## src/rtl/uev_pkg.sv

```systemverilog
package uev_pkg;
   localparam int OFS_W = 12;
   typedef logic [OFS_W-1:0] ofs_t;

   localparam ofs_t OFS_RX_GO      = 12'h000;
   localparam ofs_t OFS_RX_HALT    = 12'h004;
   localparam ofs_t OFS_TX_GO      = 12'h008;
   localparam ofs_t OFS_TX_HALT    = 12'h00C;
   localparam ofs_t OFS_EV_RXRDY   = 12'h108;
   localparam ofs_t OFS_EV_TXRDY   = 12'h11C;
   localparam ofs_t OFS_EV_ERR     = 12'h124;
   localparam ofs_t OFS_EV_RXTO    = 12'h144;
   localparam ofs_t OFS_IEN        = 12'h300;
   localparam ofs_t OFS_IEN_SET    = 12'h304;
   localparam ofs_t OFS_IEN_CLR    = 12'h308;
   localparam ofs_t OFS_ERRSRC     = 12'h480;
   localparam ofs_t OFS_ENABLE     = 12'h500;
   localparam ofs_t OFS_PIN0       = 12'h508;
   localparam ofs_t OFS_RXDATA     = 12'h518;
   localparam ofs_t OFS_TXDATA     = 12'h51C;

   localparam logic [31:0] EN_KEY = 32'd4;
   localparam int IB_RXRDY = 2;
   localparam int IB_TXRDY = 7;
   localparam int IB_ERR   = 9;
   localparam int IB_RXTO  = 17;
   localparam int ES_FRAME = 2;
   localparam int N_PIN    = 4;
endpackage

```

## src/rtl/uev_fifo.sv

```systemverilog
module uev_fifo #(
   parameter int DEPTH = 6,
   parameter int W     = 8,
   localparam int PW   = $clog2(DEPTH),
   localparam int CW   = $clog2(DEPTH + 1)
) (
   input  logic          clk,
   input  logic          rst_n,
   input  logic          push,
   input  logic [W-1:0]  din,
   input  logic          pop,
   output logic [W-1:0]  dout,
   output logic [CW-1:0] count
);
   generate
      if (DEPTH < 2) begin : g_bad_depth
         $error("uev_fifo: DEPTH must be at least 2");
      end
   endgenerate

   logic [W-1:0]  mem [DEPTH];
   logic [PW-1:0] head, tail;
   logic          do_push, do_pop;

   assign do_push = push && (count != CW'(DEPTH));
   assign do_pop  = pop && (count != '0);
   assign dout    = mem[head];

   function automatic logic [PW-1:0] adv(input logic [PW-1:0] p);
      return (p == PW'(DEPTH - 1)) ? '0 : p + PW'(1);
   endfunction

   always_ff @(posedge clk or negedge rst_n) begin
      if (!rst_n) begin
         head  <= '0;
         tail  <= '0;
         count <= '0;
         for (int i = 0; i < DEPTH; i++) mem[i] <= '0;
      end else begin
         if (do_push) begin
            mem[tail] <= din;
            tail      <= adv(tail);
         end
         if (do_pop) head <= adv(head);
         if (do_push && !do_pop)      count <= count + CW'(1);
         else if (do_pop && !do_push) count <= count - CW'(1);
      end
   end
endmodule

```

## src/rtl/uev_rx.sv

```systemverilog
module uev_rx #(
   parameter int DIV   = 16,
   localparam int CNTW = $clog2(DIV)
) (
   input  logic       clk,
   input  logic       rst_n,
   input  logic       run,
   input  logic       rxd,
   output logic       valid,
   output logic       ferr,
   output logic [7:0] data,
   output logic       busy
);
   localparam logic [CNTW-1:0] HALF = CNTW'(DIV / 2 - 1);
   localparam logic [CNTW-1:0] FULL = CNTW'(DIV - 1);

   logic            s1, s2, s3;
   logic            active;
   logic [3:0]      idx;
   logic [CNTW-1:0] cnt;
   logic [7:0]      sh;

   always_ff @(posedge clk or negedge rst_n) begin
      if (!rst_n) begin
         s1 <= 1'b1; s2 <= 1'b1; s3 <= 1'b1;
      end else begin
         s1 <= rxd; s2 <= s1; s3 <= s2;
      end
   end

   always_ff @(posedge clk or negedge rst_n) begin
      if (!rst_n) begin
         active <= 1'b0;
         idx    <= '0;
         cnt    <= '0;
         sh     <= '0;
         valid  <= 1'b0;
         ferr   <= 1'b0;
      end else begin
         valid <= 1'b0;
         ferr  <= 1'b0;
         if (!active) begin
            if (run && s3 && !s2) begin
               active <= 1'b1;
               cnt    <= '0;
               idx    <= '0;
            end
         end else if (cnt == ((idx == 4'd0) ? HALF : FULL)) begin
            cnt <= '0;
            if (idx == 4'd0) begin
               if (s2) active <= 1'b0;
               else    idx    <= 4'd1;
            end else if (idx == 4'd9) begin
               active <= 1'b0;
               if (s2) valid <= 1'b1;
               else    ferr  <= 1'b1;
            end else begin
               sh  <= {s2, sh[7:1]};
               idx <= idx + 4'd1;
            end
         end else begin
            cnt <= cnt + CNTW'(1);
         end
      end
   end

   assign data = sh;
   assign busy = active;
endmodule

```

## src/rtl/uev_tx.sv

```systemverilog
module uev_tx #(
   parameter int DIV   = 16,
   localparam int CNTW = $clog2(DIV)
) (
   input  logic       clk,
   input  logic       rst_n,
   input  logic       run,
   input  logic       load,
   input  logic [7:0] ldata,
   output logic       line,
   output logic       done
);
   logic            busy, hold_v;
   logic [7:0]      hold_d;
   logic [9:0]      shreg;
   logic [3:0]      bitcnt;
   logic [CNTW-1:0] divcnt;
   logic            tick, fin, free, start;
   logic [7:0]      start_d;

   assign tick    = busy && (divcnt == CNTW'(DIV - 1));
   assign fin     = tick && (bitcnt == 4'd9);
   assign free    = !busy || fin;
   assign start   = run && free && (hold_v || load);
   assign start_d = hold_v ? hold_d : ldata;

   always_ff @(posedge clk or negedge rst_n) begin
      if (!rst_n) begin
         busy   <= 1'b0;
         hold_v <= 1'b0;
         hold_d <= '0;
         shreg  <= '1;
         bitcnt <= '0;
         divcnt <= '0;
         done   <= 1'b0;
      end else begin
         done <= fin;
         if (start) begin
            busy   <= 1'b1;
            shreg  <= {1'b1, start_d, 1'b0};
            bitcnt <= '0;
            divcnt <= '0;
            if (hold_v && load) hold_d <= ldata;
            else                hold_v <= 1'b0;
         end else begin
            if (run && load) begin
               hold_v <= 1'b1;
               hold_d <= ldata;
            end else if (!run) begin
               hold_v <= 1'b0;
            end
            if (fin) begin
               busy  <= 1'b0;
               shreg <= '1;
            end else if (tick) begin
               divcnt <= '0;
               bitcnt <= bitcnt + 4'd1;
               shreg  <= {1'b1, shreg[9:1]};
            end else if (busy) begin
               divcnt <= divcnt + CNTW'(1);
            end
         end
      end
   end

   assign line = busy ? shreg[0] : 1'b1;
endmodule

```

## src/rtl/uev_uart.sv

```systemverilog
module uev_uart
   import uev_pkg::*;
#(
   parameter int DIV        = 16,
   parameter int FIFO_DEPTH = 6,
   parameter int AW         = 12,
   localparam int CW        = $clog2(FIFO_DEPTH + 1)
) (
   input  logic          clk,
   input  logic          rst_n,
   input  logic          bus_sel,
   input  logic          bus_wr,
   input  logic [AW-1:0] bus_addr,
   input  logic [31:0]   bus_wdata,
   output logic [31:0]   bus_rdata,
   input  logic          rxd_i,
   output logic          txd_o,
   output logic          irq_o
);
   generate
      if (AW < OFS_W) begin : g_bad_aw
         $error("uev_uart: AW too narrow for the register map");
      end
      if (DIV < 4) begin : g_bad_div
         $error("uev_uart: DIV must be at least 4");
      end
   endgenerate

   function automatic logic hit(input logic [AW-1:0] a, input ofs_t o);
      return a == AW'(o);
   endfunction

   logic          wr_s, rd_s, en_ok;
   logic [31:0]   ien_q, errsrc_q, enable_q;
   logic          ev_rxrdy_q, ev_txrdy_q, ev_err_q, ev_rxto_q;
   logic          rx_run_q, rx_pend_q, tx_run_q, rx_halt;
   logic          tx_done, rx_valid, rx_ferr, rx_busy;
   logic [7:0]    rx_data, fifo_dout;
   logic [CW-1:0] fifo_cnt;
   logic          fifo_push, fifo_pop;
   logic [N_PIN-1:0][31:0] pin_v;
   logic [31:0]   rdata_c;

   assign wr_s  = bus_sel & bus_wr;
   assign rd_s  = bus_sel & ~bus_wr;
   assign en_ok = (enable_q == EN_KEY);

   uev_tx #(.DIV(DIV)) u_tx (
      .clk(clk), .rst_n(rst_n), .run(tx_run_q & en_ok),
      .load(wr_s & hit(bus_addr, OFS_TXDATA)), .ldata(bus_wdata[7:0]),
      .line(txd_o), .done(tx_done));

   uev_rx #(.DIV(DIV)) u_rx (
      .clk(clk), .rst_n(rst_n), .run(rx_run_q & ~rx_pend_q & en_ok),
      .rxd(rxd_i), .valid(rx_valid), .ferr(rx_ferr), .data(rx_data),
      .busy(rx_busy));

   assign fifo_push = rx_valid & (fifo_cnt != CW'(FIFO_DEPTH));
   assign fifo_pop  = rd_s & hit(bus_addr, OFS_RXDATA);

   uev_fifo #(.DEPTH(FIFO_DEPTH), .W(8)) u_fifo (
      .clk(clk), .rst_n(rst_n), .push(fifo_push), .din(rx_data),
      .pop(fifo_pop), .dout(fifo_dout), .count(fifo_cnt));

   assign rx_halt = rx_pend_q & ~rx_busy;

   always_ff @(posedge clk or negedge rst_n) begin
      if (!rst_n) begin
         ien_q <= '0; errsrc_q <= '0; enable_q <= '0;
         ev_rxrdy_q <= 1'b0; ev_txrdy_q <= 1'b0;
         ev_err_q <= 1'b0; ev_rxto_q <= 1'b0;
         rx_run_q <= 1'b0; rx_pend_q <= 1'b0; tx_run_q <= 1'b0;
      end else begin
         if (wr_s && hit(bus_addr, OFS_RX_GO))   rx_run_q  <= 1'b1;
         if (wr_s && hit(bus_addr, OFS_RX_HALT)) rx_pend_q <= 1'b1;
         if (rx_halt) begin
            rx_run_q  <= 1'b0;
            rx_pend_q <= 1'b0;
         end
         if (wr_s && hit(bus_addr, OFS_TX_GO))   tx_run_q <= 1'b1;
         if (wr_s && hit(bus_addr, OFS_TX_HALT)) tx_run_q <= 1'b0;
         if (wr_s && hit(bus_addr, OFS_IEN))     ien_q <= bus_wdata;
         if (wr_s && hit(bus_addr, OFS_IEN_SET)) ien_q <= ien_q | bus_wdata;
         if (wr_s && hit(bus_addr, OFS_IEN_CLR)) ien_q <= ien_q & ~bus_wdata;
         if (wr_s && hit(bus_addr, OFS_ENABLE))  enable_q <= bus_wdata;
         if (wr_s && hit(bus_addr, OFS_ERRSRC))  errsrc_q <= bus_wdata;
         if (rx_ferr) errsrc_q[ES_FRAME] <= 1'b1;
         if (wr_s && hit(bus_addr, OFS_EV_RXRDY)) ev_rxrdy_q <= |bus_wdata;
         if (wr_s && hit(bus_addr, OFS_EV_TXRDY)) ev_txrdy_q <= |bus_wdata;
         if (wr_s && hit(bus_addr, OFS_EV_ERR))   ev_err_q   <= |bus_wdata;
         if (wr_s && hit(bus_addr, OFS_EV_RXTO))  ev_rxto_q  <= |bus_wdata;
         if (fifo_push) ev_rxrdy_q <= 1'b1;
         if (tx_done)   ev_txrdy_q <= 1'b1;
         if (rx_ferr)   ev_err_q   <= 1'b1;
         if (rx_halt)   ev_rxto_q  <= 1'b1;
      end
   end

   for (genvar g = 0; g < N_PIN; g++) begin : g_pin
      logic [31:0] q;
      always_ff @(posedge clk or negedge rst_n) begin
         if (!rst_n) q <= '0;
         else if (wr_s && bus_addr == AW'(int'(OFS_PIN0) + 4 * g)) q <= bus_wdata;
      end
      assign pin_v[g] = q;
   end

   assign irq_o = (ev_rxrdy_q & ien_q[IB_RXRDY]) | (ev_txrdy_q & ien_q[IB_TXRDY])
                | (ev_err_q & ien_q[IB_ERR]) | (ev_rxto_q & ien_q[IB_RXTO]);

   always_comb begin
      rdata_c = '0;
      if (hit(bus_addr, OFS_IEN) || hit(bus_addr, OFS_IEN_SET) ||
          hit(bus_addr, OFS_IEN_CLR))            rdata_c = ien_q;
      else if (hit(bus_addr, OFS_EV_RXRDY))      rdata_c = {31'b0, ev_rxrdy_q};
      else if (hit(bus_addr, OFS_EV_TXRDY))      rdata_c = {31'b0, ev_txrdy_q};
      else if (hit(bus_addr, OFS_EV_ERR))        rdata_c = {31'b0, ev_err_q};
      else if (hit(bus_addr, OFS_EV_RXTO))       rdata_c = {31'b0, ev_rxto_q};
      else if (hit(bus_addr, OFS_ERRSRC))        rdata_c = errsrc_q;
      else if (hit(bus_addr, OFS_ENABLE))        rdata_c = enable_q;
      else if (hit(bus_addr, OFS_RXDATA))        rdata_c = {24'b0, fifo_dout};
      else begin
         for (int g = 0; g < N_PIN; g++)
            if (bus_addr == AW'(int'(OFS_PIN0) + 4 * g)) rdata_c = pin_v[g];
      end
   end

   assign bus_rdata = rdata_c;
endmodule

```

## config.mk

```make
export PLATFORM = sky130hd
export DESIGN_NAME = uev_uart
export DESIGN_NICKNAME = d
export VERILOG_FILES = /design/src/rtl/uev_pkg.sv /design/src/rtl/uev_fifo.sv /design/src/rtl/uev_rx.sv /design/src/rtl/uev_tx.sv /design/src/rtl/uev_uart.sv
export SDC_FILE = /design/constraint.sdc
export NUM_CORES = 1
export LEC_CHECK = 0
export ABC_AREA = 1
export BUFFER_PORTS_ARGS = -buffer_cell sky130_fd_sc_hd__buf_2
export CAP_MARGIN = 20
export CORE_ASPECT_RATIO = 0.6
export CORE_UTILIZATION = 40
export CTS_CLUSTER_DIAMETER = 50
export DETAILED_ROUTE_END_ITERATION = 6
export GPL_TIMING_DRIVEN = 0
export PLACE_DENSITY = 0.7
export SLEW_MARGIN = 5
export SYNTH_ARGS = -nofsm -noshare
export SYNTH_HDL_FRONTEND = slang
export SYNTH_SLANG_ARGS = --single-unit
```

## constraint.sdc

```tcl
create_clock -name clk -period 1.9 [get_ports clk]
set_input_delay 0.19 -clock clk [delete_from_list [all_inputs] [get_ports clk]]
set_output_delay 0.19 -clock clk [all_outputs]
set_load 0.02 [all_outputs]
```

==> metrics <==
status finished, violations left; failing checks setup timing; Least-Margin Pin Slew 0.670 ns; clock buffer count from CTS 34; GRT Util Overall 28.1%; power density over the cells 693 nW/µm²; initial antenna violation count 0; Final setup viols 54; Place WS -0.871 ns; grt total ovfl 0; Distinct cells, synth 46; drt initial violations 2,144; Crit Path Class reg -> out; Die ar. 40,700 µm²; critical-path cell list clkbuf_8, clkbuf_8, a21oi_1, a21oi_2, nor2_1, nor2_1, nand2_1, nand3_1, nand2_4, nand2_1, buf_4; worst skew pair latency 0.54 ns; Bufs on Longest Clock Path 3; final cell count without fillers 2,791; Layout fillers 3,206; Post-Place Cells 2,585; Synth Warn # 0; FF/Latch Area 8480 µm²; asr flop ratio synth 100%; routability cong. 0.952; synthesized cell area 16,000 µm²; pins over their slew limit 0; min cycle time layout 2.59 ns; CTS tree built; ys flop type dfrtp_1; worst vdd ir 0.565 mV; Cells after Synth 1,978; first-pass GRT wire length 87.7 mm; post-detail-place hpwl 36.8 mm; Core ar. 39,200 µm²; Die Width 260 µm; row cnt 56; Worst setup EP type primary output; vias per cell 5.76; Worst Hold Class in -> reg; largest net degree at the start of global routing 114; CP Depth 11; Final Worst Setup Slack -0.685 ns; Mean Syn Cell Area 8.07 µm²; Routed Antenna Nets 0; Hold Path Stages 5; post-synthesis sequential area ratio 53.1%; Max stage delay on crit path 0.40 ns; Starting Density 40.8%; CP Max Fanout 10; detailed-route wire length 58.9 mm; Req. time, crit path 1.71 ns; CTS sink cnt 338; Reg clk slew, reported paths 0.07 ns; Synth-to-Final Area Change 36.1%; vias in the first global route 15,100; Leak 0.0103 µW; num ports 83; antenna diode count 0; Tcrit/Tclk final 136%; Max transition margin 55.4%; port bufs 82; RSZ-0062 raised after global routing true; Fmax 0.387 GHz; WL per Instance 21.1 µm; startpoint types flop; crit-path leading delay family simple AND/OR/NAND/NOR gates; FF+latch count, synth 338; drt pass-1 iters 6; critical path data arrival time 2.40 ns; die height 157 µm; area of the multi-input gates 7770 µm²; Layout Skew 0.0212 ns; CP bufs+invs 3; Nets 2,306; drc violations 0; worst r2r path cells 9; Clock Tree Root clkbuf_16; Max-cap violations 0; Worst path slowest cell dfrtp_1; H-tree Lvls 2; Post-Syn Nets 2,036; EDFF count, synth 0; via count 16,100; layout cells sized above 1 27.9%; final hold vios 0
[final timing paths]
| path | end | slack [ns] | startpoint |
|---|---|---|---|
| max reg2reg | u_tx.hold_d[5]$_DFFE_PN0P_ | -0.21 | enable_q[17]$_DFFE_PN0P_ |
| max | bus_rdata[5] | -0.69 | u_fifo.head[0]$_DFFE_PN0P_ |
| max in group asynchronous | enable_q[0]$_DFFE_PN0P_ | 0.20 | rst_n |
| min reg2reg | u_rx.s2$_DFF_PN1_ | 0.36 | u_rx.s1$_DFF_PN1_ |
| min | tx_run_q$_DFFE_PN0P_ | 0.09 | bus_addr[0] |
| min in group asynchronous | u_fifo.mem[26]$_DFFE_PN0P_ | 0.15 | rst_n |
[cell families after synthesis]
family | after synthesis | synth area share (%)
AO/OA/AOI/OAI | 465 | 15.4
flip-flops | 338 | 53.1
XOR/XNOR | 6 | 0.329
adder cells (fa/ha/maj) | 9 | 0.752
buffers and inverters | 224 | 5.73
AND/OR/NAND/NOR | 935 | 24.6
multiplexers | 1 | 0.0705
[what timing repair did]
item / CTS / global route
hold buffers: 34 / 0
endpoints found under the setup margin: 98 / 269
gates resized for setup: 436 / 170
buffers inserted: 75 / 30
hold endpoints to repair: 136 / 0
pin swaps: 105 / 94
cloned: 13 / 4
[sequential cells by signal, indices dropped and copies added (netlist names), 3 cells and up]
signal        count
errsrc_q         32
u_rx.cnt          4
u_fifo.count      3
u_rx.data         8
u_tx.bitcnt       4
u_rx.idx          4
u_tx.divcnt       4
u_fifo.tail       3
g_pin.q         128
u_tx.hold_d       8
u_tx.shreg        9
ien_q            32
u_fifo.head       3
enable_q         32
u_fifo.mem       48
[metal layers]
metal / GRT usage [%] / routed length (µm) / up-vias
met5: 1.45 / 80 / -
met4: 10.7 / 2170 / 2
met3: 10.3 / 7950 / 179
met2: 38.2 / 24000 / 965
met1: 40.1 / 24700 / 7836
li1: - / - / 7091
[where the power goes]
part / total, µW / internal, µW / switching (µW)
Sequential: 7320 / 7260 / 59.8
Clock: 6940 / 3930 / 3010
Combinational: 796 / 258 / 538
Total: 15100 / 11400 / 3610
[worst min-delay path, stage by stage]
cell,delay [ns]
buf_6,0.07
nor2_4,0.04
nand2_2,0.09
nor2_1,0.07
a21oi_1,0.12
[area by class of cell]
class | count | share of cell area [%]
sequential | 338 | 39.0
multi-input combinational | 1416 | 35.8
timing repair buffer | 234 | 10.7
clock buffer | 46 | 4.55
buffer | 96 | 3.74
tap | 522 | 3.01
inverter | 127 | 2.59
clock inverter | 11 | 0.553
timing repair inverter | 1 | 0.0403
[cell usage after synthesis, types with 2 or more instances]
library cell | n | area share (%)
clkbuf_1 | 55 | 1.3
nor2_4 | 4 | 0.28
o21ai_0 | 141 | 4.4
nand2_1 | 568 | 13
ha_1 | 8 | 0.63
nor2_2 | 8 | 0.31
o21ai_2 | 9 | 0.49
a211oi_1 | 2 | 0.094
o221ai_1 | 3 | 0.16
nand3_2 | 3 | 0.19
nand3_1 | 96 | 3.0
buf_4 | 7 | 0.33
or2_2 | 5 | 0.20
o21ai_1 | 231 | 7.2
buf_2 | 32 | 1.0
and2_1 | 4 | 0.16
o21a_1 | 2 | 0.094
or2_1 | 4 | 0.16
inv_1 | 109 | 2.6
buf_1 | 2 | 0.047
inv_2 | 17 | 0.40
dfstp_2 | 12 | 2.0
a21oi_1 | 56 | 1.8
and3_1 | 2 | 0.078
o2111ai_1 | 8 | 0.44
xor2_1 | 5 | 0.27
nor4_1 | 5 | 0.20
nand2_2 | 9 | 0.35
dfrtp_1 | 326 | 51
o22ai_1 | 8 | 0.31
nor3_1 | 7 | 0.22
nand4_1 | 46 | 1.8
nor2_1 | 170 | 4.0
o211ai_1 | 2 | 0.094
[layout by cell type (no fill, tap or decap), types with 15 or more instances in the layout]
| cell type | Yosys | final |
|---|---|---|
| inv_1 | 109 | 90 |
| clkbuf_1 | 55 | 25 |
| nor2_2 | 8 | 28 |
| dfrtp_1 | 326 | 324 |
| nor2_4 | 4 | 25 |
| clkbuf_16 | 0 | 44 |
| clkbuf_2 | 0 | 16 |
| o21ai_0 | 141 | 123 |
| nand3_2 | 3 | 43 |
| buf_4 | 7 | 70 |
| o21ai_1 | 231 | 230 |
| nand2_4 | 0 | 22 |
| nand2_2 | 9 | 47 |
| buf_2 | 32 | 64 |
| inv_2 | 17 | 20 |
| nor2_1 | 170 | 129 |
| dlygate4sd3_1 | 0 | 34 |
| a21oi_1 | 56 | 45 |
| clkbuf_8 | 0 | 15 |
| nand2_1 | 568 | 505 |
| nand3_1 | 96 | 45 |
| buf_6 | 1 | 70 |
| nand4_1 | 46 | 46 |
| o21ai_2 | 9 | 26 |
[stage by stage]
| stage | util (%) | cell area (µm²) | TNS, ns | power, µW | hold WS [ns] |
|---|---|---|---|---|---|
| floorplan | - | 16000 | 0 | 7710 | -0.106 |
| global placement | 43.5 | 17000 | -2014.09 | 8030 | 0.320 |
| detailed placement | 43.7 | 17100 | -111.15 | 8060 | -0.0106 |
| CTS | 53.6 | 21000 | -38.74 | 15000 | 0.0725 |
| global route | 55.4 | 21700 | -18.33 | 15400 | 0.125 |
| finish | 55.4 | 21700 | -12.76 | 15100 | 0.0905 |
No activity file was read; power rests on OpenSTA's default activity.
